--- src/rtl/lpt_fifo_pkg.sv ---
package lpt_fifo_pkg;

    localparam int BYTE_W = 8;
    localparam int MODE_W = 3;
    localparam logic [MODE_W-1:0] MODE_FIFO_COMPAT = 3'b101;

    typedef enum logic [1:0] {
        ST_IDLE   = 2'd0,
        ST_SETUP  = 2'd1,
        ST_STROBE = 2'd2,
        ST_HOLD   = 2'd3
    } seq_state_e;

    function automatic logic mode_enabled(input logic [MODE_W-1:0] m);
        return m == MODE_FIFO_COMPAT;
    endfunction

endpackage

--- src/rtl/lpt_sync_chain.sv ---
module lpt_sync_chain #(
    parameter int STAGES = 2
) (
    input  logic clk,
    input  logic rst,
    input  logic d,
    output logic q
);
    logic [STAGES-1:0] sr;

    generate
        if (STAGES == 1) begin : g_single
            always_ff @(posedge clk) begin
                if (rst) sr <= '0;
                else     sr <= d;
            end
        end else begin : g_chain
            always_ff @(posedge clk) begin
                if (rst) sr <= '0;
                else     sr <= {sr[STAGES-2:0], d};
            end
        end
    endgenerate

    assign q = sr[STAGES-1];
endmodule

--- src/rtl/lpt_byte_fifo.sv ---
module lpt_byte_fifo #(
    parameter int DEPTH = 16,
    parameter int DW    = 8,
    localparam int PW   = (DEPTH > 1) ? $clog2(DEPTH) : 1,
    localparam int LW   = $clog2(DEPTH + 1)
) (
    input  logic          clk,
    input  logic          rst,
    input  logic          wr_en,
    input  logic [DW-1:0] wr_data,
    input  logic          rd_en,
    output logic [DW-1:0] rd_data,
    output logic [LW-1:0] level,
    output logic          full,
    output logic          empty
);
    logic [DW-1:0] mem [DEPTH];
    logic [PW-1:0] wr_ptr, rd_ptr;
    logic          wr_ok, rd_ok;

    assign full    = (level == LW'(DEPTH));
    assign empty   = (level == '0);
    assign wr_ok   = wr_en && !full;
    assign rd_ok   = rd_en && !empty;
    assign rd_data = mem[rd_ptr];

    function automatic logic [PW-1:0] bump(input logic [PW-1:0] p);
        return (p == PW'(DEPTH - 1)) ? '0 : p + 1'b1;
    endfunction

    always_ff @(posedge clk) begin
        if (wr_ok) mem[wr_ptr] <= wr_data;
    end

    always_ff @(posedge clk) begin
        if (rst) begin
            wr_ptr <= '0;
            rd_ptr <= '0;
            level  <= '0;
        end else begin
            if (wr_ok) wr_ptr <= bump(wr_ptr);
            if (rd_ok) rd_ptr <= bump(rd_ptr);
            case ({wr_ok, rd_ok})
                2'b10:   level <= level + 1'b1;
                2'b01:   level <= level - 1'b1;
                default: level <= level;
            endcase
        end
    end
endmodule

--- src/rtl/lpt_strobe_seq.sv ---
module lpt_strobe_seq
    import lpt_fifo_pkg::*;
#(
    parameter int DW    = 8,
    parameter int CNT_W = 8
) (
    input  logic             clk,
    input  logic             rst,
    input  logic             run_en,
    input  logic             fifo_empty,
    input  logic [DW-1:0]    fifo_data,
    input  logic             busy_sync,
    input  logic [CNT_W-1:0] setup_len,
    input  logic [CNT_W-1:0] pulse_len,
    input  logic [CNT_W-1:0] hold_len,
    output logic             pop,
    output logic [DW-1:0]    pd_out,
    output logic             strobe_n
);
    seq_state_e       state;
    logic [CNT_W-1:0] cnt;
    logic             cnt_done;

    assign cnt_done = (cnt == '0);
    assign pop      = (state == ST_IDLE) && run_en && !fifo_empty && !busy_sync;

    always_ff @(posedge clk) begin
        if (rst) begin
            state    <= ST_IDLE;
            cnt      <= '0;
            pd_out   <= '0;
            strobe_n <= 1'b1;
        end else begin
            case (state)
                ST_IDLE: begin
                    if (pop) begin
                        pd_out <= fifo_data;
                        cnt    <= setup_len;
                        state  <= ST_SETUP;
                    end
                end
                ST_SETUP: begin
                    if (cnt_done) begin
                        strobe_n <= 1'b0;
                        cnt      <= pulse_len;
                        state    <= ST_STROBE;
                    end else begin
                        cnt <= cnt - 1'b1;
                    end
                end
                ST_STROBE: begin
                    if (cnt_done) begin
                        strobe_n <= 1'b1;
                        cnt      <= hold_len;
                        state    <= ST_HOLD;
                    end else begin
                        cnt <= cnt - 1'b1;
                    end
                end
                ST_HOLD: begin
                    if (cnt_done) state <= ST_IDLE;
                    else          cnt   <= cnt - 1'b1;
                end
                default: state <= ST_IDLE;
            endcase
        end
    end
endmodule

--- src/rtl/lpt_fifo_strober.sv ---
module lpt_fifo_strober
    import lpt_fifo_pkg::*;
#(
    parameter int DEPTH       = 16,
    parameter int CNT_W       = 8,
    parameter int SYNC_STAGES = 2
) (
    input  logic                clk,
    input  logic                rst,
    input  logic [MODE_W-1:0]   mode_sel,
    input  logic                dma_ack,
    input  logic [BYTE_W-1:0]   dma_data,
    output logic                dma_req,
    input  logic [CNT_W-1:0]    setup_len,
    input  logic [CNT_W-1:0]    pulse_len,
    input  logic [CNT_W-1:0]    hold_len,
    input  logic                busy_in,
    output logic [BYTE_W-1:0]   pd_out,
    output logic                strobe_n
);
    localparam int LVL_W = $clog2(DEPTH + 1);

    logic              run_en;
    logic              busy_sync;
    logic              pop;
    logic              fifo_full, fifo_empty;
    logic [BYTE_W-1:0] fifo_head;
    logic [LVL_W-1:0]  fifo_level;

    assign run_en  = mode_enabled(mode_sel);
    assign dma_req = run_en && !fifo_full;

    lpt_sync_chain #(.STAGES(SYNC_STAGES)) u_busy_sync (
        .clk (clk),
        .rst (rst),
        .d   (busy_in),
        .q   (busy_sync)
    );

    lpt_byte_fifo #(.DEPTH(DEPTH), .DW(BYTE_W)) u_fifo (
        .clk     (clk),
        .rst     (rst),
        .wr_en   (dma_ack),
        .wr_data (dma_data),
        .rd_en   (pop),
        .rd_data (fifo_head),
        .level   (fifo_level),
        .full    (fifo_full),
        .empty   (fifo_empty)
    );

    lpt_strobe_seq #(.DW(BYTE_W), .CNT_W(CNT_W)) u_seq (
        .clk        (clk),
        .rst        (rst),
        .run_en     (run_en),
        .fifo_empty (fifo_empty),
        .fifo_data  (fifo_head),
        .busy_sync  (busy_sync),
        .setup_len  (setup_len),
        .pulse_len  (pulse_len),
        .hold_len   (hold_len),
        .pop        (pop),
        .pd_out     (pd_out),
        .strobe_n   (strobe_n)
    );
endmodule

--- config.mk ---
export PLATFORM = sky130hd
export DESIGN_NAME = lpt_fifo_strober
export DESIGN_NICKNAME = d
export VERILOG_FILES = /design/src/rtl/lpt_fifo_pkg.sv /design/src/rtl/lpt_sync_chain.sv /design/src/rtl/lpt_byte_fifo.sv /design/src/rtl/lpt_strobe_seq.sv /design/src/rtl/lpt_fifo_strober.sv
export SDC_FILE = /design/constraint.sdc
export NUM_CORES = 1
export LEC_CHECK = 0
export BUFFER_PORTS_ARGS = -buffer_cell sky130_fd_sc_hd__buf_4
export CAP_MARGIN = 20
export CORE_UTILIZATION = 30
export DETAILED_ROUTE_END_ITERATION = 10
export PLACE_DENSITY = 0.54
export REMOVE_ABC_BUFFERS = 1
export SLEW_MARGIN = 40
export SYNTH_ARGS = -nofsm -noshare
export SYNTH_HDL_FRONTEND = slang
export SYNTH_SLANG_ARGS = --single-unit
--- constraint.sdc ---
create_clock -name clk -period 7.68 [get_ports clk]
set_clock_uncertainty 0.2 [all_clocks]
set_input_delay 1.152 -clock clk [delete_from_list [all_inputs] [get_ports clk]]
set_output_delay 1.152 -clock clk [all_outputs]
set_load 0.02 [all_outputs]
After elaboration in Yosys (flattened, before gate mapping)
Memories as Yosys holds them, arrays and structs flattened. A register that Yosys moved wholly into a read port is not among the register bits.
Index checks and enable logic that the tools add are counted.
Word-level totals
  flip-flop bits (word level): 26
  latch bits: 0
  memory bits (writable): 128
  memory bits (read-only): 0
  input bits: 39
  output and inout bits: 10
  word-level logic and storage cells: 63
  memories: 1
Memory list
  u_fifo.mem: depth 16, width 8, rd ports 1, clocked after memory_dff 1, wr ports 1, RTL line lpt_byte_fifo.sv:17  | logic [DW-1:0] mem [DEPTH];
Operators by class
  add/sub/neg operators: 5
  $mul: 0
  div/mod/pow operators: 0
  $lt $le $gt $ge: 0
  eq/ne operators: 14
  shift-type cells: 0
  mux-type cells: 18
  bitwise logic cells: 0
  reduce and logical (&&, ||, !) cells: 18
Operator list (number)
  $mux W8: 4
  $pmux W8 S4: 1
  $pmux W5 S2: 1
  $add A4 B1 Y4 const B: 2
  $eq A4 B4 Y1 const B: 2
  $logic_not A8 Y1: 1
  $mux W2: 4
  $mux W4: 2
  $pmux W2 S4: 1
  $sub A8 B1 Y8 const B: 1
  $eq A2 B2 Y1 const B: 3
  $logic_and A1 B1 Y1: 6
  $ne A2 B1 Y1 const B: 3
  $add A5 B1 Y5 const B: 1
  $eq A5 B5 Y1 const B: 1
  $logic_not A5 Y1: 1
  $sub A5 B1 Y5 const B: 1
  $eq A2 B1 Y1 const B: 2
  $mux W1: 4
  $ne A2 B2 Y1 const B: 2
  $reduce_and A2 Y1: 2
  $reduce_and A4 Y1: 1
  $reduce_bool A2 Y1: 2
  $eq A3 B3 Y1 const B: 1
  4 further kinds: 6

Depth between registers and ports, before layout
  depth after elaboration: 7
  mapped depth: 13
  depth with buffers taken out: 13

Modules after synthesis
From an unflattened synthesis, not the netlist that was laid out.
Second synthesis, totals
  cells, all modules: 457
  area total of the unflattened synthesis: 7360.8 um^2
Modules (own cells, without submodules)
  lpt_byte_fifo: instances 1, cells an instance 297, area each 5926.9 um^2
  lpt_strobe_seq: instances 1, cells an instance 154, area each 1360.1 um^2
  lpt_sync_chain: instances 1, cells an instance 4, area each 52.6 um^2
  lpt_fifo_strober: instances 1, cells an instance 2, area each 21.3 um^2

Least setup slack after synthesis
OpenSTA, ideal clock, no wires.
  path kind: input-to-reg
  from: input port mode_sel[1]
  to: register u_fifo.level[4]
  data arrival time: 3307 ps
  required time: 7410 ps
  setup slack: 4103 ps
  cell stages on the path: 11
  buffers on the path: 0
  path through: nand4bb_1 a211o_1 inv_1 ha_1 inv_1 fa_1 nor2b_1 o21ai_0 and3_1 or4_1 a21oi_1
On the way
  longest elaborated chain between the ends: 7
  elaborated cells between the ends (all ways): 9
  classes of those cells: eq/ne: 3; mux: 1; reduce/logical: 5
RTL lines
  start: declaration: RTL line lpt_fifo_strober.sv:10  | input logic [MODE_W-1:0] mode_sel,
  $eq A3 B3 Y1 (*): RTL line lpt_fifo_pkg.sv:15  | return m == MODE_FIFO_COMPAT;
  $logic_and A1 B1 Y1 (*) (3 in series): RTL line lpt_strobe_seq.sv:25  | assign pop = (state == ST_IDLE) && run_en && !fifo_empty && !busy_sync;
  $logic_and A1 B1 Y1 (*): RTL line lpt_byte_fifo.sv:24  | assign rd_ok = rd_en && !empty;
  net u_fifo.rd_ok: RTL line lpt_byte_fifo.sv:19  | logic wr_ok, rd_ok;
  $eq A2 B1 Y1 or $eq A2 B2 Y1 (tied branches): RTL line lpt_byte_fifo.sv:43  | case ({wr_ok, rd_ok})
  $pmux W5 S2 or $reduce_bool A2 Y1 (tied branches)
  end signal: assignment: RTL line lpt_byte_fifo.sv:44  | 2'b10: level <= level + 1'b1;
  end signal: assignment: RTL line lpt_byte_fifo.sv:45  | 2'b01: level <= level - 1'b1;
  end signal: assignment: RTL line lpt_byte_fifo.sv:46  | default: level <= level;
  end: declaration: RTL line lpt_byte_fifo.sv:13  | output logic [LW-1:0] level,
Mark *: on every way through the listed nets, which the timed path passes. The rest lies on a longest branch.
A chain may end at the register's enable or synchronous reset.

Final worst setup path
Same ends and word-level chain as after synthesis.

==> impl_metrics.tcl <==
set metrics [dict create \
    outcome "finished clean" \
    routed_wl_mm 14.28 \
    p_sw_w 0.0006138 \
    cts_resized 0 \
    place.gp.congestion 0.7522 \
    chipHeight_um 153.8 \
    synthArstFlopShare_pct 0 \
    setup.worst_path.start_class "input port" \
    detail_route.first_pass.iterations 6 \
    dpl-instance-area_um2 7538 \
    slew_headroom_pct 46.53 \
    netlist-cell-type-count 52 \
    final_area_um2 8129 \
    combPwrFrac_pct 17.2 \
    drt-initial-drc-count 257 \
    worstMarginPinSlew_ns 0.7991 \
    critical_path.max_stage_delay_ns 0.56 \
    path_common_cell "inv_1" \
    fill_cells 2131 \
    avgSynthCellArea_um2 15.29 \
    place_inst 764 \
    hold_viol 0 \
    core-area_um2 22640 \
    h-tree-depth 4 \
    drv_cap 0 \
    timing.setup.tns_ns 0 \
    initial_core_util_pct 30.53 \
    drive_above_1_share_pct 26.81 \
    p_seq_share_pct 45.7 \
    hold_ws_ns 0.2609 \
    grt_pass1_vias 4048 \
    setup_ws_ns 3.771 \
    vias 3954 \
    io_pins 49 \
    critPathKind "in2reg" \
    yosysWarningCount 0 \
    syn-cell-area_um2 6913 \
    clkTransAtPathRegs_ns 0.07 \
    layout_common_cells "edfxtp_1, buf_4, a21oi_1" \
    powerDensity_nw_per_um2 273.2 \
    yosys_most_used_dff "edfxtp_1" \
    max_freq_mhz 255.8 \
    clk_latency_ns 0.43 \
    wl_per_cell_um 17.94 \
    num_antenna_cells 0 \
    cts_hold_repair.buffers 0 \
    antenna_found_initial 0 \
    power.leakage_nw 2.755 \
    p_int_w 0.001607 \
    clock_path_buffers 2 \
    port_buffers 48 \
    cp_max_fo 20 \
    syn_to_final_growth_pct 17.59 \
    post-place-ws_ns 3.344 \
    die_width_um 153.8 \
    finalSetupViolations 0 \
    layoutNonFillerInstCount 796 \
    ant_nets 0 \
    clockPowerShare_pct 37.1 \
    cts_tree "done" \
    synth-seq-area-share_pct 65.45 \
    maxSlewViolCount 0 \
    grt_pass1_wl_mm 22.38 \
    finalCritPeriodShare_pct 50.90 \
    finalNetCount 554 \
    ys_ff_latch 162 \
    cp.arrival_ns 4.06 \
    vias_per_cell 4.967 \
    final_common_cell "edfxtp_1" \
    crit_path_cell_trace "buf_4 -> nand4bb_1 -> a211o_1 -> inv_1 -> ha_1 -> inv_1 -> fa_1 -> nor2b_1 -> o21ai_0 -> and3_1 -> or4_1 -> a21oi_1" \
    grt_max_degree 40 \
    finalCriticalPeriod_ns 3.909 \
    dp_hpwl_mm 9.656 \
    hold_class "reg2reg" \
    clock-sinks 162 \
    postCtsSetupRepairBufs 0 \
    setup.worst_path.end_class "flop" \
    crit_required_ns 7.83 \
    rsz0062_at_grt "no" \
    root_buffer "clkbuf_16" \
    drc 0 \
    cts_buffers 17 \
    synth_edf_count 128 \
    synthCells 452 \
    cp_slowest_cell "a211o_1" \
    track_usage_pct 12.57 \
    die_area_um2 23650 \
    switching_share_pct 27.64 \
    overflow 0 \
    row_count 55 \
    ir_worst_vdd_mv 0.1773 \
]
-- through the flow --
stage / util (%) / power [W]
after global placement: 33.25 / 0.001405
after CTS: 35.84 / 0.002238
after global routing: 35.90 / 0.002320
after detailed placement: 33.30 / 0.001417
final: 35.90 / 0.002221
after floorplan: - / 0.001309
-- cells in the mapped netlist, drive strengths merged, types with 2 or more instances --
master,instances,area [um^2]
a211o,3,26.28
a211oi,2,15.01
a21o,2,15.01
a21oi,36,183.9
a221o,6,61.31
a221oi,3,26.28
a22o,3,27.53
a22oi,16,120.1
a31oi,2,12.51
a41oi,2,25.03
and3,2,13.77
and4,2,17.52
buf,12,83.83
clkbuf,13,48.80
dfxtp,34,680.7
edfxtp,128,3844
ha,16,200.2
inv,22,82.58
mux2i,2,20.02
mux4,32,720.7
nand2,19,71.32
nand2b,2,12.51
nand3b,4,30.03
nor2,40,150.1
nor2b,11,68.82
nor3,6,30.03
nor4,2,33.78
o21ai,3,15.01
o31ai,2,15.01
o41ai,4,65.06
or4,3,22.52
xnor2,3,26.28
xor2,5,43.79
-- sequential cells by signal, summed over array words and instances (netlist names) --
signal and cells:
u_seq.state 2, u_fifo.level 5, u_busy_sync.sr 2, u_seq.strobe_n 1
u_fifo.wr_ptr 4, u_fifo.rd_ptr 4, u_fifo.mem 128, u_seq.cnt 8
u_seq.pd_out 8
-- worst max-delay path, delay by kind of cell --
| family | cells | cell delay, ns |
|---|---|---|
| adders and majority gates | 2 | 0.65 |
| buffers and inverters | 3 | 0.47 |
| AOI/OAI and AO/OA | 3 | 0.83 |
| and+or+nand+nor | 4 | 0.97 |
-- power groups by stage --
stage,clock network (W),registers [W],logic [W]
after floorplan,0,0.00104,0.000272
after global placement,0,0.00103,0.000371
after detailed placement,0,0.00103,0.000382
after CTS,0.000839,0.00102,0.000384
after global routing,0.000874,0.00102,0.000426
final,0.000825,0.00101,0.000381
-- cell type report --
type                            count  area, um^2  share of cell area, %
Clock buffer                       17       425.4                  5.233
Tap cell                          285       356.6                  4.387
Inverter                           22       82.58                  1.016
Sequential cell                   162        4526                  55.67
Multi-Input combinational cell    243        2198                  27.04
Clock inverter                     15       150.1                  1.847
Timing Repair Buffer               52       390.4                  4.802
-- metal layers --
metal  routed length (um)  global-route usage [%]
met5                    0                       0
met4                   84                   4.381
met3                  603                   3.016
met2                 7144                   21.08
met1                 6449                   15.85
-- cell families after synthesis --
logic type	synth area share, %
fa+ha+maj	3.186
flops	65.45
mux	10.71
compound gates	9.340
buf+inv	3.113
simple gates	7.186
xor+xnor	1.014
-- path summary, 6_finish.rpt --
| check | start | endpoint | slack (ns) | cells after the start |
|---|---|---|---|---|
| worst max register to register | u_fifo.level[0] | u_fifo.level[4] | 3.92 | 10 |
| worst max-delay path | mode_sel[1] | u_fifo.level[4] | 3.77 | 12 |
| worst min-delay path | u_busy_sync.sr[0] | u_busy_sync.sr[1] | 0.26 | 1 |
| worst min register to register | u_busy_sync.sr[0] | u_busy_sync.sr[1] | 0.26 | 1 |
No activity file was read; power rests on OpenSTA's default activity.
